**src/rtl/phy_mode_pkg.sv**
```systemverilog
package phy_mode_pkg;

  localparam int DATA_W    = 16;
  localparam int BIT_RST   = 15;
  localparam int BIT_LOOP  = 14;
  localparam int BIT_SPEED = 13;
  localparam int BIT_ANEN  = 12;
  localparam int BIT_PD    = 11;
  localparam int BIT_ISO   = 10;
  localparam int BIT_ANRS  = 9;
  localparam int BIT_DUP   = 8;

  localparam logic [DATA_W-1:0] WR_MASK =
    (DATA_W'(1) << BIT_LOOP) | (DATA_W'(1) << BIT_SPEED) | (DATA_W'(1) << BIT_ANEN) |
    (DATA_W'(1) << BIT_PD)   | (DATA_W'(1) << BIT_ISO)   | (DATA_W'(1) << BIT_DUP);

  typedef struct packed {
    logic wrFields;
    logic setRst;
    logic setAn;
    logic finishRst;
    logic finishAn;
  } modeStrobes_t;

  function automatic logic [DATA_W-1:0] defaultWord(input logic spd, input logic an,
                                                    input logic dup);
    logic [DATA_W-1:0] w;
    w = '0;
    w[BIT_SPEED] = spd;
    w[BIT_ANEN]  = an;
    w[BIT_DUP]   = dup;
    return w;
  endfunction

endpackage

```
**src/rtl/phy_mode_ctrl.sv**
```systemverilog
module phy_mode_ctrl
  import phy_mode_pkg::*;
#(
  parameter int ADDR_W  = 5,
  parameter int MY_ADDR = 0
) (
  input  logic              clk,
  input  logic              rstN,
  input  logic [ADDR_W-1:0] regAddr,
  input  logic              regWrEn,
  input  logic              wrRstBit,
  input  logic              wrAnBit,
  input  logic              rstPending,
  input  logic              anPending,
  input  logic              anEnStored,
  input  logic              swRstDone,
  input  logic              anStarted,
  output logic              rdSel,
  output modeStrobes_t      stb,
  output logic              swRstStart,
  output logic              anRestartStart
);

  localparam logic [ADDR_W-1:0] HIT_ADDR = ADDR_W'(MY_ADDR);

  logic wrHit;

  always_comb begin
    rdSel         = (regAddr == HIT_ADDR);
    wrHit         = regWrEn && rdSel;
    stb.finishRst = rstPending && swRstDone;
    stb.finishAn  = anPending && anStarted;
    stb.wrFields  = wrHit && !stb.finishRst;
    stb.setRst    = wrHit && wrRstBit && !rstPending;
    // a reset request in the same write wins over the restart
    stb.setAn     = wrHit && wrAnBit && !wrRstBit && anEnStored && !anPending
                    && !stb.finishRst;
  end

  always_ff @(posedge clk) begin
    if (!rstN) begin
      swRstStart     <= 1'b0;
      anRestartStart <= 1'b0;
    end else begin
      swRstStart     <= stb.setRst;
      anRestartStart <= stb.setAn;
    end
  end

endmodule

```
**src/rtl/phy_mode_dp.sv**
```systemverilog
module phy_mode_dp
  import phy_mode_pkg::*;
(
  input  logic              clk,
  input  logic              rstN,
  input  modeStrobes_t      stb,
  input  logic              rdSel,
  input  logic [DATA_W-1:0] regWrData,
  input  logic              strapSpeed100,
  input  logic              strapAnEn,
  input  logic              strapFullDuplex,
  input  logic              pdPinN,
  input  logic              anSpeed100,
  input  logic              anFullDuplex,
  output logic [DATA_W-1:0] regRdData,
  output logic              rstPending,
  output logic              anPending,
  output logic              anEnStored,
  output logic              effSpeed100,
  output logic              effFullDuplex,
  output logic              loopbackEn,
  output logic              isolateEn,
  output logic              powerDown
);

  logic [DATA_W-1:0] ctlWord;
  logic [DATA_W-1:0] nextWord;
  logic [DATA_W-1:0] viewWord;

  always_comb begin
    nextWord = ctlWord;
    if (stb.finishRst) begin
      nextWord = defaultWord(strapSpeed100, strapAnEn, strapFullDuplex);
    end else begin
      if (stb.wrFields) nextWord = (ctlWord & ~WR_MASK) | (regWrData & WR_MASK);
      if (stb.setRst) nextWord[BIT_RST] = 1'b1;
      if (stb.setAn) nextWord[BIT_ANRS] = 1'b1;
      else if (stb.finishAn) nextWord[BIT_ANRS] = 1'b0;
    end
    if (!pdPinN) nextWord[BIT_PD] = 1'b1;
  end

  always_ff @(posedge clk) begin
    if (!rstN) ctlWord <= defaultWord(strapSpeed100, strapAnEn, strapFullDuplex);
    else       ctlWord <= nextWord;
  end

  always_comb begin
    viewWord         = ctlWord;
    viewWord[BIT_PD] = ctlWord[BIT_PD] | ~pdPinN;
    regRdData        = rdSel ? viewWord : '0;
    rstPending       = ctlWord[BIT_RST];
    anPending        = ctlWord[BIT_ANRS];
    anEnStored       = ctlWord[BIT_ANEN];
    effSpeed100      = ctlWord[BIT_ANEN] ? anSpeed100   : ctlWord[BIT_SPEED];
    effFullDuplex    = ctlWord[BIT_ANEN] ? anFullDuplex : ctlWord[BIT_DUP];
    loopbackEn       = ctlWord[BIT_LOOP];
    isolateEn        = ctlWord[BIT_ISO];
    powerDown        = viewWord[BIT_PD];
  end

endmodule

```
**src/rtl/phy_mode_ctl.sv**
```systemverilog
module phy_mode_ctl
  import phy_mode_pkg::*;
#(
  parameter int ADDR_W  = 5,
  parameter int MY_ADDR = 0
) (
  input  logic              clk,
  input  logic              rstN,
  input  logic [ADDR_W-1:0] regAddr,
  input  logic              regWrEn,
  input  logic [15:0]       regWrData,
  output logic [15:0]       regRdData,
  input  logic              strapSpeed100,
  input  logic              strapAnEn,
  input  logic              strapFullDuplex,
  input  logic              pdPinN,
  input  logic              swRstDone,
  input  logic              anStarted,
  input  logic              anSpeed100,
  input  logic              anFullDuplex,
  output logic              swRstStart,
  output logic              anRestartStart,
  output logic              effSpeed100,
  output logic              effFullDuplex,
  output logic              loopbackEn,
  output logic              isolateEn,
  output logic              powerDown,
  output logic              anEnable
);

  modeStrobes_t stb;
  logic rdSel, rstPending, anPending, anEnStored;

  phy_mode_ctrl #(.ADDR_W(ADDR_W), .MY_ADDR(MY_ADDR)) ctrl (
    .clk(clk), .rstN(rstN), .regAddr(regAddr), .regWrEn(regWrEn),
    .wrRstBit(regWrData[BIT_RST]), .wrAnBit(regWrData[BIT_ANRS]),
    .rstPending(rstPending), .anPending(anPending), .anEnStored(anEnStored),
    .swRstDone(swRstDone), .anStarted(anStarted), .rdSel(rdSel), .stb(stb),
    .swRstStart(swRstStart), .anRestartStart(anRestartStart)
  );

  phy_mode_dp dp (
    .clk(clk), .rstN(rstN), .stb(stb), .rdSel(rdSel), .regWrData(regWrData),
    .strapSpeed100(strapSpeed100), .strapAnEn(strapAnEn),
    .strapFullDuplex(strapFullDuplex), .pdPinN(pdPinN),
    .anSpeed100(anSpeed100), .anFullDuplex(anFullDuplex),
    .regRdData(regRdData), .rstPending(rstPending), .anPending(anPending),
    .anEnStored(anEnStored), .effSpeed100(effSpeed100),
    .effFullDuplex(effFullDuplex), .loopbackEn(loopbackEn),
    .isolateEn(isolateEn), .powerDown(powerDown)
  );

  assign anEnable = anEnStored;

endmodule

```
**config.mk**
```make
export PLATFORM = sky130hd
export DESIGN_NAME = phy_mode_ctl
export DESIGN_NICKNAME = d
export VERILOG_FILES = /design/src/rtl/phy_mode_pkg.sv /design/src/rtl/phy_mode_ctrl.sv /design/src/rtl/phy_mode_dp.sv /design/src/rtl/phy_mode_ctl.sv
export SDC_FILE = /design/constraint.sdc
export NUM_CORES = 1
export LEC_CHECK = 0
export BUFFER_PORTS_ARGS = -buffer_cell sky130_fd_sc_hd__buf_2
export CORE_ASPECT_RATIO = 0.9
export CORE_MARGIN = 5
export CORE_UTILIZATION = 35
export DETAILED_ROUTE_END_ITERATION = 8
export HOLD_SLACK_MARGIN = 0.12
export PLACE_DENSITY_LB_ADDON = 0.1
export SYNTH_ARGS = -nofsm -noshare
export SYNTH_HDL_FRONTEND = slang
export SYNTH_SLANG_ARGS = --single-unit
```
**constraint.sdc**
```tcl
create_clock -name clk -period 1.45 [get_ports clk]
set_input_delay 0.145 -clock clk [delete_from_list [all_inputs] [get_ports clk]]
set_output_delay 0.145 -clock clk [all_outputs]
set_load 0.005 [all_outputs]
```
### Word-level counts from Yosys, hierarchy flattened

Cells that the tools add are included.

* eq/ne operators: 2
* multiplexer cells: 10
* bitwise operators: 4
* reduce and logical (&&, ||, !) cells: 19

Operators with widths (count)
* 16-bit two-way mux: 2
* 14-bit two-way mux: 2
* 16-bit by 15-bit bitwise OR with 16-bit output: 1
* 1-bit logical AND: 11
* 1-bit two-way mux: 6
* 3-bit by 1-bit inequality test with 1-bit output (second input constant): 2
* 5-bit zero test: 1
* 1-bit zero test: 4
* 3-bit nonzero test: 1
* 1-bit NOT: 2
* 2-bit nonzero test: 1
* 2-bit OR reduction: 1
* 1-bit bitwise OR: 1

* flip-flop bits (word level): 18
* word-level logic and storage cells: 42

### Longest topological paths before layout

Gate-level depths: netlist of the first run.

* depth after elaboration: 11
* depth in mapped cells: 4

### Cells and area by module

A second synthesis of the first run with hierarchy kept.

* cell total of the unflattened synthesis: 69
* area total of the unflattened synthesis: 640.6 sq um

By module, submodules not included
* phy_mode_dp: times used 1, cells an instance 53, area an instance 484.2 sq um, seq. area each 190.2 sq um
* phy_mode_ctrl: times used 1, cells an instance 16, area an instance 156.4 sq um, seq. area each 40.0 sq um

### Worst setup path after synthesis of the first run

OpenSTA, ideal clock, no wires.

* kind: input-to-reg
* start point: input port regAddr[2]
* end point: register dp.ctlWord[9]
* library setup time: 0.070 ns
* arrival time: 1.281 ns
* data required time: 1.380 ns
* slack: 0.099 ns
* stages on the path: 3
* path buffers: 0
* cells stage by stage: or4_4 -> or4_1 -> a21oi_1

* word-level cells in the longest chain between the ends: 8
* elaborated cells between the ends (all ways): 10

Ends and longest elaborated chain
* start: declaration: line phy_mode_ctl.sv:9 `input logic [ADDR_W-1:0] regAddr,`
* 5-bit zero test (*): line phy_mode_ctrl.sv:29 `rdSel = (regAddr == HIT_ADDR);`
* 1-bit logical AND (*): line phy_mode_ctrl.sv:30 `wrHit = regWrEn && rdSel;`
* 1-bit logical AND (4 in series): line phy_mode_ctrl.sv:36 `stb.setAn = wrHit && wrAnBit && !wrRstBit && anEnStored && !anPending`
* 1-bit logical AND: line phy_mode_ctrl.sv:37 `&& !stb.finishRst;`
* 3-bit nonzero test (no line) or 1-bit two-way mux (tied branches)
* end signal: assignment: line phy_mode_dp.sv:44 `if (!rstN) ctlWord <= defaultWord(strapSpeed100, strapAnEn, strapFullDuplex);`
* end signal: assignment: line phy_mode_dp.sv:45 `else ctlWord <= nextWord;`
* end: declaration: line phy_mode_dp.sv:26 `logic [DATA_W-1:0] ctlWord;`

Mark *: on every way between the ends. The rest lies on a longest branch, timed or not.
A chain may end at the register's enable or synchronous reset.

### Worst setup path in the final report of the first run

* start point: input port regAddr[0]
* end point: output port regRdData[8]

* word-level cells in the longest chain between the ends: 2

Ends and longest elaborated chain
* 5-bit zero test: line phy_mode_ctrl.sv:29
* 16-bit two-way mux: line phy_mode_dp.sv:51 `regRdData = rdSel ? viewWord : '0;`
* end: declaration: line phy_mode_ctl.sv:12 `output logic [15:0] regRdData,`

No other way between the ends.

==> results.ini, run 1 <==
[worst_setup_path]
slowest_stage=or4_4
arrival_ns=1.26
slowest_delay_ns=0.57
crit_path_start_kind=input port
worstPathCellList=buf_2, or4_4, nor2_4, and2_1, buf_2
worstPathRequired_ns=1.31
reg2reg_slack_ns=0.29
criticalPathCategory=in2out
crit_fanout=7
critPathCaptureType=output port
crit_top_cell=buf_2

[clock_network]
h-tree-depth=1
clockBufferDepth=2
ctsHoldBuffers=0
cts_tree=built
clk_pin_slew_ns=0.06
cts_buffers=3
clock_sinks=10
insertion_delay_ns=0.26
clockRootBuffer=clkbuf_4

[detailed_routing]
via_per_inst=4.570
drcViolationCount=0
wl_per_cell_um=11.81
finalWirelength_um=1595
dr_total_vias=617
final_antenna_net_count=0
dr.first_iter.drc_count=6
dr.pass1.iters=4

[global_route]
overflow=0
grt_pass1_wl_um=2394
grt_start_max_net_pins=9
antenna_found_initial=0
track_usage_pct=12.88
grt_pass1_vias=566

[placement]
dpl-instance-area_sq_um=792.0
dpl.hpwl_um=1305
finalWeightedCongestion=0.7996
port_buffers=39

[floorplanning]
die_w_um=52.79
dieArea_sq_um=2561
core_area_sq_um=1496
start_util_pct=38.55
fp.dieH_um=48.51
ios=56
fp-row-count=13

[synth]
ys_seq_area_share_pct=39.91
syn_avg_cell_area_sq_um=8.482
syn_inst=68
synth.distinct_cells=24
syn_area_sq_um=576.8
ys.flop_type=dfxtp_1
async_flop_share_pct=0
yosysWarningCount=0
synth-edff-count=3
synth_seq_cells=10

[pwr]
power.leakage_uw=0.0004136
finalPower_uw=598.9
peakVddDrop_uv=524.7
powerDensity_nw_per_um2=717.7

[final_layout]
diodes=0
fin_nets=146
final_cell_mix=buf_2, nand2_1, conb_1
stdcell_area_sq_um=834.6
drive_gt1_share_pct=46.02
area_delta_synth_final_pct=44.69
final_common_cell=buf_2

[run_status]
status=complete, no violations

[timing]
final_max_slew_viol_count=0
setup_viol=0
min_period_over_period_pct=96.80
rsz0062_at_grt=no
finalHoldViolCount=0
fin_tns_setup_ns=0
period_needed_ns=1.404
fin_skew_ns=0.001924
max_freq_ghz=0.7125

[worst_hold_path]
min_path_type=in2reg

[run]
max_cap_violations=0

-- cell usage after synthesis (2+ instances only) --
master | instances | share of area [%]
and2_1 | 7 | 7.6
nand2b_1 | 3 | 3.3
nand2_1 | 9 | 5.9
inv_1 | 2 | 1.3
buf_4 | 8 | 10
edfxtp_1 | 3 | 16
nand3_1 | 3 | 2.6
nor3_1 | 2 | 1.7
a21oi_1 | 4 | 3.5
nor4_1 | 2 | 2.2
dfxtp_1 | 7 | 24
o21ai_0 | 5 | 4.3
mux2_2 | 2 | 3.9
-- worst max-delay path: cells and delay by family --
kind	cells	cell delay, ns
buf+inv	2	0.21
simple gates	3	0.90
-- layout make-up --
| type | count | area [sq um] |
|---|---|---|
| multi-input cells | 54 | 311.5 |
| clock inverters | 1 | 3.754 |
| fillers | 172 | 661.9 |
| clock buffers | 3 | 22.52 |
| repair buffers | 43 | 231.5 |
| inverters | 2 | 7.507 |
| well taps | 22 | 27.53 |
| flip-flops and latches | 10 | 230.2 |
-- layer usage --
metal / vias up / share of wire (%) / wire, um / GRT usage [%]
li1: 310 / - / - / -
met1: 279 / 40 / 636 / 13.63
met2: 26 / 49 / 789 / 21.49
met3: 2 / 9.2 / 146 / 6.116
met4: 0 / 1.4 / 23 / 5.106
met5: - / 0 / 0 / 0
-- metrics by stage --
stage / util [%] / hold WS, ns / setup WS [ns] / std cells
finish: 55.77 / 0.1403 / 0.04641 / 135
detailed placement: 52.93 / 0.4166 / -0.07410 / 131
floorplan: - / 0.2845 / 0.09929 / 75
global placement: 52.93 / 0.4074 / -0.04251 / 131
global route: 55.77 / 0.1331 / 0.0005899 / 135
CTS: 54.85 / 0.1291 / 0.002646 / 135
-- logic make-up after synthesis --
| logic type | synth area share (%) |
|---|---|
| AND/OR/NAND/NOR | 29.50 |
| flip-flops | 39.91 |
| other | 0.6501 |
| buffers and inverters | 12.36 |
| AO/OA/AOI/OAI | 13.67 |
| multiplexers | 3.904 |
-- state kept, by name (all words and copies together) (netlist names) --
signal and cells:
dp.ctlWord 8, ctrl.swRstStart 1, ctrl.anRestartStart 1
-- worst paths after layout --
kind,startpoint,endpoint,depth (start not counted)
worst min-delay path,regWrData[14],dp.ctlWord[14],3
worst min register to register,dp.ctlWord[9],ctrl.anRestartStart,1
worst max register to register,dp.ctlWord[12],dp.ctlWord[9],3
worst max-delay path,regAddr[0],regRdData[8],5
-- where the power goes --
group	internal [uW]	switching [uW]	total, uW
clock	99.4	95.9	195
sequential	298	5.41	303
combinational	52.6	47.7	100
total	450	149	599
-- timing repair --
action | in CTS | in global routing
gates resized for setup | 1 | 3
pin swaps | 0 | 2
buffers inserted | 0 | 1
hold endpoints to repair | 0 | 0
endpoints found under the setup margin | 6 | 6
No activity file was read; power rests on OpenSTA's default activity.
==> inputs of run 2 (changes only) <==
--- a/config.mk
+++ b/config.mk
@@ -8,9 +8,8 @@
 export BUFFER_PORTS_ARGS = -buffer_cell sky130_fd_sc_hd__buf_2
 export CORE_ASPECT_RATIO = 0.9
 export CORE_MARGIN = 5
-export CORE_UTILIZATION = 35
+export CORE_UTILIZATION = 31
 export DETAILED_ROUTE_END_ITERATION = 8
-export HOLD_SLACK_MARGIN = 0.12
 export PLACE_DENSITY_LB_ADDON = 0.1
 export SYNTH_ARGS = -nofsm -noshare
 export SYNTH_HDL_FRONTEND = slang
==> constraint.sdc (replaced) <==
create_clock -name clk -period 1.2 [get_ports clk]
set_input_delay 0.12 -clock clk [delete_from_list [all_inputs] [get_ports clk]]
set_output_delay 0.12 -clock clk [all_outputs]
set_load 0.05 [all_outputs]
==> run 2 against run 1 <==
Net effect: the run now ends with negative setup slack left; combinational power grew to 2.7 times the previous value; count of clock-buffer cells in the layout unchanged; cell count up 9.6%; total power is 44% higher; register-to-register slack worse by 0.40 ns; cell area rose by 27%; die area increased by 10%; non-clock buffer count up 11.
==> results.ini, run 2 (same netlist as run 1, synthesis figures left out) <==
[run_status]
status=finished with violations
violations=negative setup slack

[final_layout]
reg_top3=dp.ctlWord (8), ctrl.anRestartStart (1), ctrl.swRstStart (1)
largest_reg_flops=8
drive_gt1_share_pct=58.06
area_delta_synth_final_pct=83.73
multi_input_area_sq_um=356.6
diodes=0
final_cell_mix=buf_2, buf_4, nand2_1
regArea_sq_um=230.2
fillers=169
final_common_cell=buf_2
fin_cells=148
utilization_pct=61.73
top_register=dp.ctlWord
fin_nets=157

[worst_setup_path]
critPathCaptureType=output port
criticalPathCategory=in2out
crit_path_start_kind=input port
startpoint=regAddr[4]
worstPathRequired_ns=1.08
cp_top_family=simple AND/OR/NAND/NOR gates
worstPathCellList=buf_6, or4_4, nor2_4, and2_4, buf_8
slowest_stage=or4_4
slowest_delay_ns=0.55
worst-path-buf-inv=2
crit_fanout=7
arrival_ns=1.25
r2r-start=dp.ctlWord[12]

[run]
max_cap_violations=0

[clock_network]
h-tree-depth=1
clock_sinks=10
ctsHoldBuffers=0
clk_pin_slew_ns=0.07
clockBufferDepth=2
insertion_delay_ns=0.26
cts_buffers=3
cts_tree=built
clockRootBuffer=clkbuf_4

[detailed_routing]
via_per_inst=4.365
finalWirelength_um=1704
wl_per_cell_um=11.51
dr_wl_met3_um=153
dr.pass1.iters=4
dr.first_iter.drc_count=10
route.met2.wl_um=856
routed.top_layer=met4
final_antenna_net_count=0
m1WireLength_um=683
dr_total_vias=646
drcViolationCount=0

[floorplanning]
ios=56
core_area_sq_um=1717
fp-row-count=14
fp.dieH_um=50.92
dieArea_sq_um=2825
die_w_um=55.47
start_util_pct=33.60

[timing]
fin_skew_ns=0.006136
max_freq_ghz=0.7323
rsz0062_at_grt=yes
final_max_slew_viol_count=0
setup_viol=11
fin_tns_setup_ns=-1.572
period_needed_ns=1.366
finalHoldViolCount=0
setup_slack_ns=-0.1656
min_period_over_period_pct=113.8

[pwr]
power.leakage_uw=0.0005036
finalPower_uw=863.5
peakVddDrop_uv=725.5
powerDensity_nw_per_um2=814.8

[global_route]
grt_start_max_net_pins=8
grt_pass1_vias=612
grt_pass1_wl_um=2553
overflow=0
antenna_found_initial=0
track_usage_pct=11.59

[worst_hold_path]
hold_start=pdPinN
min_path_type=in2reg

[placement]
dpl.hpwl_um=1415
dp.cells=141
port_buffers=39
finalWeightedCongestion=0.7733

==> run 2: cell count changes in the layout (fill, tap and decap cells not counted), sizes merged <==
cell | before | now
buf | 43 | 54
==> run 2: through the flow <==
step                      setup WS [ns]  hold slack, ns  cell area (sq um)
after floorplan                 -0.2088          0.2595              644.4
after global placement          -0.2816          0.3773              895.9
after detailed placement        -0.3051          0.3819              895.9
after CTS                       -0.1896          0.1008               1033
after global routing            -0.2119          0.1004               1060
final                           -0.1656         0.09989               1060
==> run 2: layout make-up <==
cell class                 count  share of cell area (%)
clock inverter                 1                  0.3542
clock buffer                   3                   2.125
timing repair buffer          54                   38.61
multi-input combinational     54                   33.65
tap                           24                   2.834
sequential                    10                   21.72
inverter                       2                  0.7084
==> run 2: where the power goes <==
group	switching [uW]	total (uW)	internal (uW)
clock	113	233	120
combinational	165	265	99.9
sequential	5.84	366	360
total	284	863	580
==> run 2: per-layer routing <==
layer,GRT usage [%],up-vias
li1,-,332
met1,12.06,284
met2,21.06,28
met3,6.045,2
met4,2.429,0
met5,0,-
==> run 2: worst register-to-register path, stage by stage (launching register included) <==
cell	delay (ns)
edfxtp_1	0.39
buf_4	0.13
nand3b_1	0.09
or4_1	0.49
a21oi_2	0.13
==> run 2: worst paths after layout <==
kind | slack [ns] | depth (start not counted) | endpoint
setup reg to reg | -0.11 | 4 | dp.ctlWord[9]
setup / recovery | -0.17 | 5 | regRdData[14]
hold / removal | 0.1 | 2 | dp.ctlWord[11]
hold reg to reg | 0.47 | 1 | ctrl.swRstStart
==> run 2: timing repair <==
item,in CTS,in global routing
buffers inserted,2,1
endpoints found under the setup margin,11,11
pin swaps,9,5
gates resized for setup,29,3
